## src/rtl/dfp_cmp_pkg.sv

```systemverilog
package dfp_cmp_pkg;
  localparam int CC_W  = 4;
  localparam int CC_LT = 3;
  localparam int CC_GT = 2;
  localparam int CC_EQ = 1;
  localparam int CC_UN = 0;

  typedef struct packed {
    logic loadResult;
  } cmpStrobeT;

  typedef struct packed {
    logic sign;
    logic isZero;
    logic isNan;
    logic isSnan;
    logic isQnan;
  } opClassT;
endpackage

```

## src/rtl/dfp_cmp_classify.sv

```systemverilog
module dfp_cmp_classify
  import dfp_cmp_pkg::*;
#(
  parameter int EXP_W  = 11,
  parameter int FRAC_W = 52,
  localparam int W     = 1 + EXP_W + FRAC_W
) (
  input  logic [W-1:0] operand,
  output opClassT      cls,
  output logic [W-2:0] magnitude
);
  logic [EXP_W-1:0]  expField;
  logic [FRAC_W-1:0] fracField;
  logic              expAllOnes;
  logic              fracNonZero;

  always_comb begin
    expField        = operand[W-2:FRAC_W];
    fracField       = operand[FRAC_W-1:0];
    expAllOnes      = &expField;
    fracNonZero     = |fracField;
    cls.sign        = operand[W-1];
    cls.isZero      = ~|operand[W-2:0];
    cls.isNan       = expAllOnes && fracNonZero;
    cls.isSnan      = cls.isNan && !fracField[FRAC_W-1];
    cls.isQnan      = cls.isNan && fracField[FRAC_W-1];
    magnitude       = operand[W-2:0];
  end
endmodule

```

## src/rtl/dfp_cmp_datapath.sv

```systemverilog
module dfp_cmp_datapath
  import dfp_cmp_pkg::*;
#(
  parameter int EXP_W  = 11,
  parameter int FRAC_W = 52,
  localparam int W     = 1 + EXP_W + FRAC_W
) (
  input  logic            clk,
  input  logic            rstN,
  input  cmpStrobeT       strobes,
  input  logic [W-1:0]    opA,
  input  logic [W-1:0]    opB,
  input  logic            orderedMode,
  input  logic            invEnable,
  output logic [CC_W-1:0] condCode,
  output logic            flagSnan,
  output logic            flagInvCmp
);
  logic [W-1:0] opsIn [2];
  opClassT      cls   [2];
  logic [W-2:0] mag   [2];

  assign opsIn[0] = opA;
  assign opsIn[1] = opB;

  for (genvar g = 0; g < 2; g++) begin : gClass
    dfp_cmp_classify #(.EXP_W(EXP_W), .FRAC_W(FRAC_W)) i_classify (
      .operand  (opsIn[g]),
      .cls      (cls[g]),
      .magnitude(mag[g])
    );
  end

  logic [CC_W-1:0] nextCc;
  logic            nextSnan;
  logic            nextInv;
  logic            anyNan;
  logic            magLess;

  always_comb begin
    anyNan   = cls[0].isNan || cls[1].isNan;
    magLess  = mag[0] < mag[1];
    nextCc   = '0;
    nextSnan = cls[0].isSnan || cls[1].isSnan;
    nextInv  = 1'b0;
    if (anyNan) begin
      nextCc[CC_UN] = 1'b1;
      nextInv = orderedMode && (invEnable || cls[0].isQnan || cls[1].isQnan);
    end else if (cls[0].isZero && cls[1].isZero) begin
      nextCc[CC_EQ] = 1'b1;
    end else if (cls[0].sign != cls[1].sign) begin
      if (cls[0].sign) nextCc[CC_LT] = 1'b1;
      else             nextCc[CC_GT] = 1'b1;
    end else if (mag[0] == mag[1]) begin
      nextCc[CC_EQ] = 1'b1;
    end else if (magLess ^ cls[0].sign) begin
      nextCc[CC_LT] = 1'b1;
    end else begin
      nextCc[CC_GT] = 1'b1;
    end
  end

  always_ff @(posedge clk or negedge rstN) begin
    if (!rstN) begin
      condCode   <= '0;
      flagSnan   <= 1'b0;
      flagInvCmp <= 1'b0;
    end else if (strobes.loadResult) begin
      condCode   <= nextCc;
      flagSnan   <= nextSnan;
      flagInvCmp <= nextInv;
    end
  end
endmodule

```

## src/rtl/dfp_cmp_ctrl.sv

```systemverilog
module dfp_cmp_ctrl
  import dfp_cmp_pkg::*;
(
  input  logic      clk,
  input  logic      rstN,
  input  logic      inValid,
  output cmpStrobeT strobes,
  output logic      outDone
);
  always_comb strobes.loadResult = inValid;

  always_ff @(posedge clk or negedge rstN) begin
    if (!rstN) outDone <= 1'b0;
    else       outDone <= inValid;
  end
endmodule

```

## src/rtl/dfp_cmp_top.sv

```systemverilog
module dfp_cmp_top
  import dfp_cmp_pkg::*;
#(
  parameter int EXP_W  = 11,
  parameter int FRAC_W = 52,
  localparam int W     = 1 + EXP_W + FRAC_W
) (
  input  logic            clk,
  input  logic            rstN,
  input  logic            inValid,
  input  logic [W-1:0]    opA,
  input  logic [W-1:0]    opB,
  input  logic            orderedMode,
  input  logic            invEnable,
  output logic            outDone,
  output logic [CC_W-1:0] condCode,
  output logic            flagSnan,
  output logic            flagInvCmp
);
  cmpStrobeT strobes;

  dfp_cmp_ctrl i_ctrl (
    .clk    (clk),
    .rstN   (rstN),
    .inValid(inValid),
    .strobes(strobes),
    .outDone(outDone)
  );

  dfp_cmp_datapath #(.EXP_W(EXP_W), .FRAC_W(FRAC_W)) i_datapath (
    .clk        (clk),
    .rstN       (rstN),
    .strobes    (strobes),
    .opA        (opA),
    .opB        (opB),
    .orderedMode(orderedMode),
    .invEnable  (invEnable),
    .condCode   (condCode),
    .flagSnan   (flagSnan),
    .flagInvCmp (flagInvCmp)
  );
endmodule

```

## config.mk

```make
export PLATFORM = sky130hd
export DESIGN_NAME = dfp_cmp_top
export DESIGN_NICKNAME = d
export VERILOG_FILES = /design/src/rtl/dfp_cmp_pkg.sv /design/src/rtl/dfp_cmp_classify.sv /design/src/rtl/dfp_cmp_datapath.sv /design/src/rtl/dfp_cmp_ctrl.sv /design/src/rtl/dfp_cmp_top.sv
export SDC_FILE = /design/constraint.sdc
export NUM_CORES = 1
export LEC_CHECK = 0
export BUFFER_PORTS_ARGS = -buffer_cell sky130_fd_sc_hd__buf_4
export CAP_MARGIN = 10
export CORE_ASPECT_RATIO = 1.2
export CORE_UTILIZATION = 30
export DETAILED_ROUTE_END_ITERATION = 8
export GPL_TIMING_DRIVEN = 0
export PLACE_DENSITY_LB_ADDON = 0.25
export REMOVE_ABC_BUFFERS = 1
export SYNTH_ARGS = -nofsm -noshare
export SYNTH_HDL_FRONTEND = slang
export SYNTH_SLANG_ARGS = --single-unit
```

## constraint.sdc

```tcl
create_clock -name clk -period 0.8 [get_ports clk]
set_input_delay 0.16 -clock clk [delete_from_list [all_inputs] [get_ports clk]]
set_output_delay 0.16 -clock clk [all_outputs]
set_load 0.02 [all_outputs]
```

# Yosys cells after proc, flatten, opt, wreduce, memory -nomap -nowiden
# Cells that the tools add are included.
[totals] out_inout_bits=7 word_cells=43 register_bits=7 in_bits=133
[classes] mux=13 bitwise_logic=1 eq_ne=2 magnitude_cmp=1 n_reduce_logical=22
[op_table] operator="OR reduction 63 bit" count=2
[op_table] operator="OR reduction 52 bit" count=2
[op_table] operator="equality test 63 bit" count=1
[op_table] operator="< comparator 63 bit" count=1
[op_table] operator="AND reduction 11 bit" count=2
[op_table] operator="two-way mux 1 bit" count=9
[op_table] operator="logical AND 1 bit" count=8
[op_table] operator="two-way mux 2 bit" count=3
[op_table] operator="logical NOT 1 bit" count=4
[op_table] operator="logical OR 1 bit" count=4
[op_table] operator="two-way mux 3 bit" count=1
[op_table] operator="inequality test 1 bit" count=1
[op_table] operator="XOR 1 bit" count=1

# Logic depth before layout (Yosys ltp)
# Gate-level depths: netlist (run 1).
[logic_depth] ltp_word=7 depth_mapped=9 mapped_depth_nobuf=9

# Cells and area by module
# Synthesis (run 1) repeated with hierarchy kept, for this count alone.
[unflattened] hier_cells=454 area_unflattened_um2=3353.2
[by_module_without_submodules] mod="dfp_cmp_datapath" seq_area_each_um2=150.1 cells_each=264 area_per_inst_um2=1944.4 instances=1
[by_module_without_submodules] mod="dfp_cmp_classify" seq_area_each_um2=0.0 cells_each=94 area_per_inst_um2=688.2 instances=2
[by_module_without_submodules] mod="dfp_cmp_ctrl" seq_area_each_um2=25.0 cells_each=2 area_per_inst_um2=32.5 instances=1

# Worst setup path after synthesis (run 1)
# Ideal clock, no wire load.
[synth_path] path_type="input to register" startpoint="input port opB[2]" endpoint="register i_datapath.condCode[3]" path_slack_ns=-1.121 t_required_ns=0.667 t_arrival_ns=1.788 setup_ns=0.133 path_stages=9 path_buffers=0 cell_sequence="inv_1 -> ha_1 -> a21oi_2 -> a21oi_1 -> o31a_1 -> o311a_1 -> or2_0 -> o311ai_1 -> nand3_1"
[synth_between] elab_chain_cells=7 elab_cells_between_ends=14 classes_between="order compare: 1; eq/ne: 1; mux: 5; bitwise: 1; reduce/logical: 6"
[synth_lines] item="start, declared" line="dfp_cmp_top.sv:12" rtl="input logic [W-1:0] opB,"
[synth_lines] item="< comparator 63 bit" line="dfp_cmp_datapath.sv:42" rtl="magLess = mag[0] < mag[1];"
[synth_lines] item="XOR 1 bit" line="dfp_cmp_datapath.sv:56" rtl="end else if (magLess ^ cls[0].sign) begin"
[synth_lines] item="two-way mux 1 bit" line="dfp_cmp_datapath.sv:56"
[synth_lines] item="two-way mux 2 bit" line="dfp_cmp_datapath.sv:54" rtl="end else if (mag[0] == mag[1]) begin"
[synth_lines] item="two-way mux 2 bit" line="dfp_cmp_datapath.sv:51" rtl="end else if (cls[0].sign != cls[1].sign) begin"
[synth_lines] item="two-way mux 2 bit" line="dfp_cmp_datapath.sv:49" rtl="end else if (cls[0].isZero && cls[1].isZero) begin"
[synth_lines] item="two-way mux 3 bit *" line="dfp_cmp_datapath.sv:46" rtl="if (anyNan) begin"
[synth_lines] item="end signal, assigned" line="dfp_cmp_datapath.sv:69" rtl="condCode <= nextCc;"
[synth_lines] item="end, declared" line="dfp_cmp_datapath.sv:15" rtl="output logic [CC_W-1:0] condCode,"
# Every way passes the cells marked *; elsewhere a longest branch is shown, timed or not.
# A chain may end at the register's enable or synchronous reset.

# Worst setup path after layout (run 1)
[layout_path] startpoint="input port opA[2]" endpoint="register i_datapath.condCode[3]"
[layout_between] elab_chain_cells=7 elab_cells_between_ends=14 classes_between="order compare: 1; eq/ne: 1; mux: 5; bitwise: 1; reduce/logical: 6"
[layout_lines] item="start, declared" line="dfp_cmp_top.sv:11" rtl="input logic [W-1:0] opA,"
[layout_lines] item="< comparator 63 bit" line="dfp_cmp_datapath.sv:42"
[layout_lines] item="XOR 1 bit" line="dfp_cmp_datapath.sv:56"
[layout_lines] item="two-way mux 1 bit" line="dfp_cmp_datapath.sv:56"
[layout_lines] item="two-way mux 2 bit" line="dfp_cmp_datapath.sv:54"
[layout_lines] item="two-way mux 2 bit" line="dfp_cmp_datapath.sv:51"
[layout_lines] item="two-way mux 2 bit" line="dfp_cmp_datapath.sv:49"
[layout_lines] item="two-way mux 3 bit *" line="dfp_cmp_datapath.sv:46"
# Marks and branches as above.

==> impl_metrics.tcl, run 1 <==
set metrics [dict create \
    final_antenna_net_count 0 \
    dr.pass1.iters 4 \
    min_period_over_period_pct 231 \
    worstMarginPinSlew_ns 0.348 \
    violations "setup timing" \
    grt_pass1_wl_um 13100 \
    finClkSkew_ns 0 \
    core_mm2 0.00740 \
    die_area_mm2 0.00812 \
    gp_congestion 0.798 \
    drt_iter0_markers 79 \
    stdcell_area_mm2 0.00429 \
    cap_violations 0 \
    synthDistinctLibCells 40 \
    cts.sinks 7 \
    antenna_found_initial 0 \
    grt_max_degree 13 \
    wl_um 8690 \
    setup_slack_ns -1.05 \
    numCtsBuffers 3 \
    syn2layout_area_growth_pct 84.0 \
    multiInputGateArea_mm2 0.00240 \
    final_cells 567 \
    die_h_um 98.5 \
    syn_area_per_cell_um2 7.26 \
    fin_crit_ns 1.85 \
    h-tree-depth 1 \
    hold_path.class "input pin to flip-flop" \
    synthCells 321 \
    drc 0 \
    rsz0062_at_grt "yes" \
    powerDensity_mw_per_mm2 658 \
    setup_viol 13 \
    yosys_warnings 0 \
    vias 3026 \
    grt_pass1_vias 3092 \
    hold_viol 0 \
    insertion_delay_ns 0.23 \
    placed_area_mm2 0.00348 \
    start_util_pct 31.5 \
    routedWlPerCell_um 15.3 \
    crit_type "input pin to flip-flop" \
    antennaDiodeCount 0 \
    num-fill-cells 682 \
    cts-root-buf "clkbuf_8" \
    die_w_um 82.4 \
    start_kind "input pin" \
    grt_usage_pct 20.5 \
    ioPinCount 140 \
    ir_worst_vdd_mv 1.17 \
    port_buffers 139 \
    status "finished with violations" \
    cp.required_ns 0.89 \
    fin_tns_setup_ns -5.57 \
    ys_ff_latch 7 \
    detailed_place_hpwl_um 7140 \
    synth-seq-area-share_pct 7.52 \
    maxSlewHeadroom_pct 76.6 \
    synth_area_mm2 0.00233 \
    endpoint_kind "flip-flop" \
    yosysTopAreaCell "ha_1" \
    slew_violations 0 \
    pre_cts_ws_ns -1.46 \
    synth_top_cell_area_share_pct 33.8 \
    synth_ff_type "dfrtp_1" \
    max_freq_ghz 0.541 \
    worstPathArrival_ns 1.94 \
    viasPerCell 5.34 \
    drive_gt1_share_pct 48.8 \
    synth_area_leaders "ha_1, inv_1, nor4_1" \
    crit_path_max_fanout 3 \
    finalNetCount 674 \
    clkSlewWorstSetupHoldPaths_ns 0.04 \
    gr-total-overflow 0 \
    async_flop_share_pct 100 \
    layout.area.seq_um2 175 \
    cts_max_path_buffers 2 \
    post-route-util_pct 57.9 \
    synth_edf_count 0 \
    dp_cells 549 \
    rows 34 \
    p_leak_nw 2.06 \
    cts_tree "yes" \
]
-- worst max-delay path, cell delays in order --
cell and delay, ns:
buf_6 0.11, ha_4 0.24, a21oi_2 0.14, a21oi_2 0.06
o31a_1 0.28, o311a_1 0.31, or2_1 0.23, o311ai_1 0.29
nand3_1 0.12
-- per-stage QoR --
step           power [mW]  hold slack [ns]
6_report             2.82            0.153
3_3_place_gp         1.88          -0.0246
5_1_grt              3.08            0.147
4_1_cts              2.63            0.127
3_5_place_dp         1.91          -0.0229
2_1_floorplan        1.06           -0.136
-- cell usage after synthesis, types with 3 or more instances --
library cell  instances
dfrtp_1               7
nand2_1              17
nor4_1               32
a21o_1                3
nand2b_1              3
nand3_1              11
a21oi_1              28
nor2_1               13
o21ai_0               7
inv_1                67
o211ai_1              3
ha_1                 63
nor3_1                5
nand4_1              29
-- timing repair --
item | in CTS | in global routing
setup buffers | 8 | 5
endpoints found under the hold margin | 7 | 0
endpoints found under the setup margin | 13 | 13
pin swaps | 28 | 35
cloned | 0 | 0
hold buffers | 1 | 0
resized for setup | 62 | 66
-- power breakdown --
group	switching (mW)	internal (mW)	total (mW)
Combinational	0.891	1.03	1.92
Clock	0.155	0.345	0.499
Sequential	0.0161	0.381	0.397
-- cell type report --
type | instances | area share (%)
clock buffer | 4 | 1.05
inverter | 67 | 6.63
multi-input combinational | 246 | 56.0
sequential | 7 | 4.09
tap | 90 | 2.63
timing repair buffer | 153 | 29.7
-- cell families (layout without fill, tap and decap cells) --
logic type | after synthesis | after routing | synth area share [%]
AO/OA/AOI/OAI | 60 | 60 | 16.5
AND/OR/NAND/NOR | 122 | 122 | 30.8
adder cells (fa/ha/maj) | 63 | 63 | 33.8
flip-flops | 7 | 7 | 7.52
XOR/XNOR | 1 | 1 | 0.376
buffers and inverters | 68 | 224 | 11.0
-- final timing paths --
path                                                    startpoint                                  to  slack [ns]  depth (start not counted)
worst max-delay path                                        opA[2]  i_datapath.condCode[3]$_DFFE_PN0P_       -1.05                          9
worst min-delay path                                       inValid            i_ctrl.outDone$_DFF_PN0_        0.15                          1
worst max register to register  i_datapath.condCode[2]$_DFFE_PN0P_  i_datapath.condCode[2]$_DFFE_PN0P_        0.02                          3
worst min register to register  i_datapath.condCode[0]$_DFFE_PN0P_  i_datapath.condCode[0]$_DFFE_PN0P_        0.51                          1
max in group asynchronous                                     rstN  i_datapath.condCode[3]$_DFFE_PN0P_        0.40                          2
min in group asynchronous                                     rstN  i_datapath.condCode[2]$_DFFE_PN0P_        0.28                          2
-- routing by layer --
metal / vias up / global-route usage (%) / share of wire (%)
met5: - / 0 / 0
met4: 0 / 3.64 / 0.66
met3: 5 / 2.50 / 6.9
met2: 109 / 40.6 / 53
met1: 1393 / 22.4 / 39
li1: 1519 / - / -
-- layout by cell type (no fill, tap or decap), types with 3 or more instances in the layout --
cell type / instances
inv_1: 48
a21oi_1: 24
buf_8: 6
buf_4: 126
nand4_1: 29
a21o_1: 3
nor3_1: 5
ha_4: 18
nor2_1: 13
nor4_2: 14
nor4_1: 12
dfrtp_1: 7
inv_2: 6
o21ai_0: 5
nand2b_1: 3
clkbuf_8: 3
a21oi_2: 4
o211ai_1: 3
nand3_1: 9
inv_4: 13
nand2_1: 17
ha_1: 45
nor4_4: 10
buf_6: 20
-- state kept, by name (all words and copies together) (netlist names) --
register and flops:
i_datapath.condCode 4, i_datapath.flagSnan 1, i_ctrl.outDone 1, i_datapath.flagInvCmp 1
Note: power is estimated with default switching activity, not from simulation.
==> inputs of run 2 (changes only) <==
--- a/config.mk
+++ b/config.mk
@@ -13,6 +13,7 @@
 export GPL_TIMING_DRIVEN = 0
 export PLACE_DENSITY_LB_ADDON = 0.25
 export REMOVE_ABC_BUFFERS = 1
+export SETUP_SLACK_MARGIN = 0.5
 export SYNTH_ARGS = -nofsm -noshare
 export SYNTH_HDL_FRONTEND = slang
 export SYNTH_SLANG_ARGS = --single-unit
==> impl_metrics.tcl, run 2 (synthesis results as in run 1) <==
set metrics [dict create \
    ioPinCount 140 \
    fin_crit_ns 1.85 \
    slew_violations 0 \
    start_kind "input pin" \
    finClkSkew_ns 0 \
    dp_cells 549 \
    vias 3025 \
    die_area_mm2 0.00812 \
    powerDensity_mw_per_mm2 658 \
    core_mm2 0.00740 \
    crit_chain "buf_6 -> ha_4 -> a21oi_2 -> a21oi_2 -> o31a_1 -> o311a_1 -> or2_1 -> o311ai_1 -> nand3_1" \
    crit_path_max_fanout 3 \
    max_freq_ghz 0.541 \
    cts-root-buf "clkbuf_8" \
    crit_type "input pin to flip-flop" \
    final_cells 566 \
    hold_ws_ns -0.265 \
    post-route-util_pct 57.8 \
    insertion_delay_ns 0.23 \
    cpMostUsedCell "a21oi_2" \
    cts_max_path_buffers 2 \
    drt_iter0_markers 69 \
    largest_reg_flops 4 \
    routedWlPerCell_um 15.3 \
    final_cell_mix "buf_4, inv_1, ha_1" \
    grt_pass1_vias 3085 \
    cp.required_ns 0.89 \
    worstPathArrival_ns 1.94 \
    hold_viol 7 \
    maxSlewHeadroom_pct 78.5 \
    stdcell_area_mm2 0.00428 \
    multiInputGateArea_mm2 0.00240 \
    rsz0062_at_grt "yes" \
    final_antenna_net_count 0 \
    grt_usage_pct 20.5 \
    endpoint_kind "flip-flop" \
    drive_gt1_share_pct 48.9 \
    violations "hold timing, setup timing" \
    cts.sinks 7 \
    p_leak_nw 2.06 \
    setup_viol 13 \
    rows 34 \
    slowest_delay_ns 0.31 \
    critical_path.top_delay_family "compound AO/OA/AOI/OAI gates" \
    viasPerCell 5.34 \
    status "finished with violations" \
    die_h_um 98.5 \
    r2r_cells 3 \
    ir_worst_vdd_mv 1.17 \
    worstMarginPinSlew_ns 0.320 \
    port_buffers 139 \
    gr-total-overflow 0 \
    wl_um 8650 \
    cp_slowest_cell "o311a_1" \
    placed_area_mm2 0.00348 \
    top_register "i_datapath.condCode" \
    grt_max_degree 13 \
    setup_slack_ns -1.05 \
    antenna_found_initial 0 \
    numCtsBuffers 3 \
    detailed_place_hpwl_um 7140 \
    layout.area.seq_um2 175 \
    r2r-start "i_datapath.condCode[2]$_DFFE_PN0P_" \
    cts_tree "yes" \
    final_common_cell "buf_4" \
    grt_pass1_wl_um 13100 \
    cap_violations 0 \
    start_util_pct 31.5 \
    pre_cts_ws_ns -1.46 \
    clkSlewWorstSetupHoldPaths_ns 0.04 \
    syn2layout_area_growth_pct 83.6 \
    cp-startpoint "opA[2]" \
    die_w_um 82.4 \
    finalNetCount 673 \
    hold_path.class "input pin to async pin" \
    drc 0 \
    path_buf_inv 1 \
    num-fill-cells 683 \
    min_period_over_period_pct 231 \
    gp_congestion 0.798 \
    worst-path-stages 9 \
    antennaDiodeCount 0 \
    h-tree-depth 1 \
    dr.pass1.iters 4 \
]
[run 2: cell types whose count changed in the layout (fill, tap and decap cells not counted), sizes merged]
cell	before	now
dlygate4sd3	1	0
[run 2: metrics by stage]
stage               power, mW  hold WS, ns  setup TNS (ns)
global placement         1.88      -0.0246           -7.55
finish                   2.81       -0.265           -5.55
floorplan                1.06       -0.136           -4.92
global route             3.07       -0.273           -6.23
CTS                      2.63       -0.268           -5.56
detailed placement       1.91      -0.0229           -7.75
[run 2: area by class of cell]
| type | instances | area share (%) |
|---|---|---|
| multi-input cells | 246 | 56.1 |
| repair buffers | 152 | 29.5 |
| inverters | 67 | 6.64 |
| flip-flops and latches | 7 | 4.10 |
| well taps | 90 | 2.63 |
| clock buffers | 4 | 1.05 |
[run 2: worst paths after layout]
check	slack, ns	to
hold reg to reg	0.51	i_datapath.condCode[0]$_DFFE_PN0P_
setup / recovery	-1.05	i_datapath.condCode[3]$_DFFE_PN0P_
hold / removal	-0.26	i_datapath.condCode[2]$_DFFE_PN0P_
min in group clk	0.15	i_ctrl.outDone$_DFF_PN0_
setup reg to reg	0.02	i_datapath.condCode[2]$_DFFE_PN0P_
max in group asynchronous	0.94	i_datapath.condCode[3]$_DFFE_PN0P_
[run 2: power breakdown]
part	internal [mW]	total, mW	switching [mW]	leakage [nW]
registers	0.381	0.397	0.0160	0.0888
clock network	0.345	0.500	0.156	0.0228
logic	1.03	1.92	0.889	1.95
total	1.75	2.81	1.06	2.06
[run 2: per-layer routing]
metal	track usage [%]	routed length, um	vias up
met5	0	0	-
met4	3.64	57	0
met3	2.50	631	5
met2	40.4	4590	113
met1	22.4	3370	1391
li1	-	-	1516
[run 2: worst reg2reg max path: cells and delay by family (launching register included)]
| family | cells | cell delay, ns |
|---|---|---|
| buffers and inverters | 1 | 0.13 |
| flip-flops | 1 | 0.38 |
| AND/OR/NAND/NOR | 2 | 0.14 |
[run 2: what timing repair did]
| action | CTS | global route |
|---|---|---|
| gates resized for setup | 62 | 66 |
| setup endpoints to repair | 13 | 13 |
| endpoints found under the hold margin | 7 | 7 |
| pin swaps | 28 | 35 |
| buffers inserted | 8 | 5 |
==> inputs of run 3 (changes only) <==
--- a/config.mk
+++ b/config.mk
@@ -7,13 +7,14 @@
 export LEC_CHECK = 0
 export BUFFER_PORTS_ARGS = -buffer_cell sky130_fd_sc_hd__buf_4
 export CAP_MARGIN = 10
-export CORE_ASPECT_RATIO = 1.2
+export CORE_ASPECT_RATIO = 1.75
 export CORE_UTILIZATION = 30
 export DETAILED_ROUTE_END_ITERATION = 8
 export GPL_TIMING_DRIVEN = 0
 export PLACE_DENSITY_LB_ADDON = 0.25
 export REMOVE_ABC_BUFFERS = 1
 export SETUP_SLACK_MARGIN = 0.5
+export SLEW_MARGIN = 20
 export SYNTH_ARGS = -nofsm -noshare
 export SYNTH_HDL_FRONTEND = slang
 export SYNTH_SLANG_ARGS = --single-unit
==> impl_metrics.tcl, run 3 (synthesis results as in run 1) <==
set metrics [dict create \
    die_area_mm2 0.00814 \
    finalPower_mw 3.22 \
    gr-total-overflow 0 \
    maxSlewHeadroom_pct 75.8 \
    insertion_delay_ns 0.23 \
    antenna_found_initial 0 \
    post-route-util_pct 57.3 \
    pre_cts_ws_ns -1.42 \
    setup_slack_ns -1.01 \
    crit_type "input pin to flip-flop" \
    die_h_um 119 \
    ioPinCount 140 \
    viasPerCell 5.49 \
    max_freq_ghz 0.554 \
    start_kind "input pin" \
    ir_worst_vdd_mv 1.04 \
    hold_viol 7 \
    rows 42 \
    final_cell_mix "buf_4, inv_1, ha_1" \
    status "finished with violations" \
    drive_gt1_share_pct 49.6 \
    grt_pass1_vias 3228 \
    cap_violations 0 \
    p_leak_nw 2.08 \
    grt_usage_pct 22.5 \
    finalNetCount 677 \
    h-tree-depth 1 \
    antennaDiodeCount 0 \
    powerDensity_mw_per_mm2 747 \
    slowest_delay_ns 0.38 \
    grt_max_degree 13 \
    cts_max_path_buffers 2 \
    port_buffers 139 \
    top_register "i_datapath.condCode" \
    cts-root-buf "clkbuf_16" \
    violations "hold timing, setup timing" \
    drt_iter0_markers 81 \
    worstMarginPinSlew_ns 0.359 \
    critical_path.top_delay_family "compound AO/OA/AOI/OAI gates" \
    clkSlewWorstSetupHoldPaths_ns 0.04 \
    dr.pass1.iters 4 \
    hold_ws_ns -0.266 \
    path_buf_inv 2 \
    fin_crit_ns 1.81 \
    drc 0 \
    cp.required_ns 0.90 \
    numCtsBuffers 3 \
    cts_tree "yes" \
    detailed_place_hpwl_um 7480 \
    num-fill-cells 728 \
    core_mm2 0.00751 \
    vias 3116 \
    finClkSkew_ns 0 \
    endpoint_kind "flip-flop" \
    cp_slowest_cell "a221oi_2" \
    setup_viol 13 \
    start_util_pct 31.0 \
    hold_path.class "input pin to async pin" \
    wl_um 9260 \
    rsz0062_at_grt "yes" \
    final_antenna_net_count 0 \
    gp_congestion 0.803 \
    die_w_um 68.6 \
    crit_chain "buf_4 -> inv_1 -> ha_4 -> a21oi_1 -> o21ai_1 -> a221oi_2 -> o2bb2ai_4 -> a21o_1 -> o311ai_1 -> nand3_1" \
    grt_pass1_wl_um 14000 \
    routedWlPerCell_um 16.3 \
    slew_violations 0 \
    cts.sinks 7 \
    crit_path_max_fanout 3 \
    largest_reg_flops 4 \
    worstPathArrival_ns 1.90 \
    min_period_over_period_pct 226 \
    final_common_cell "buf_4" \
    syn2layout_area_growth_pct 84.8 \
]
==> run 3: final cells by class <==
cell class	count	area, um2	area share (%)
Inverter	67	269	6.25
Sequential cell	7	175	4.07
Timing Repair Buffer	156	1250	28.9
Multi-Input combinational cell	246	2430	56.3
Tap cell	88	110	2.56
Clock buffer	4	78.8	1.83
==> run 3: where the power goes <==
part	internal, mW	switching (mW)	total [mW]
combinational	1.05	0.915	1.97
sequential	0.381	0.0191	0.400
clock	0.663	0.185	0.848
==> run 3: timing repair <==
item / 4_1_cts / 5_1_grt
hold endpoints to repair: 7 / 7
gates cloned: 0 / 0
resized for setup: 73 / 36
buffers inserted: 7 / 10
pin swaps: 24 / 23
endpoints found under the setup margin: 13 / 13
==> run 3: per-layer routing <==
| layer | global-route usage, % | share of wire [%] | vias up |
|---|---|---|---|
| met5 | 0 | 0 | - |
| met1 | 20.6 | 34 | 1439 |
| met2 | 44.2 | 56 | 127 |
| li1 | - | - | 1526 |
| met4 | 9.90 | 3.8 | 0 |
| met3 | 3.67 | 6.1 | 24 |
==> run 3: stage by stage <==
stage	instance area (um2)	std cells	setup TNS, ns
floorplan	2330	320	-4.92
CTS	4040	558	-5.67
finish	4310	568	-5.68
global placement	3480	547	-7.66
global route	4310	568	-6.32
detailed placement	3480	547	-7.60
==> run 3: worst paths after layout <==
| check | startpoint | endpoint | slack (ns) | depth (start not counted) |
|---|---|---|---|---|
| max | opB[38] | i_datapath.condCode[3]$_DFFE_PN0P_ | -1.01 | 10 |
| min | rstN | i_datapath.condCode[0]$_DFFE_PN0P_ | -0.27 | 1 |
| max reg2reg | i_datapath.condCode[2]$_DFFE_PN0P_ | i_datapath.condCode[2]$_DFFE_PN0P_ | 0 | 3 |
| min reg2reg | i_datapath.condCode[0]$_DFFE_PN0P_ | i_datapath.condCode[0]$_DFFE_PN0P_ | 0.51 | 1 |
| max in group asynchronous | rstN | i_datapath.condCode[2]$_DFFE_PN0P_ | 0.94 | 1 |
| min in group clk | inValid | i_ctrl.outDone$_DFF_PN0_ | 0.13 | 1 |
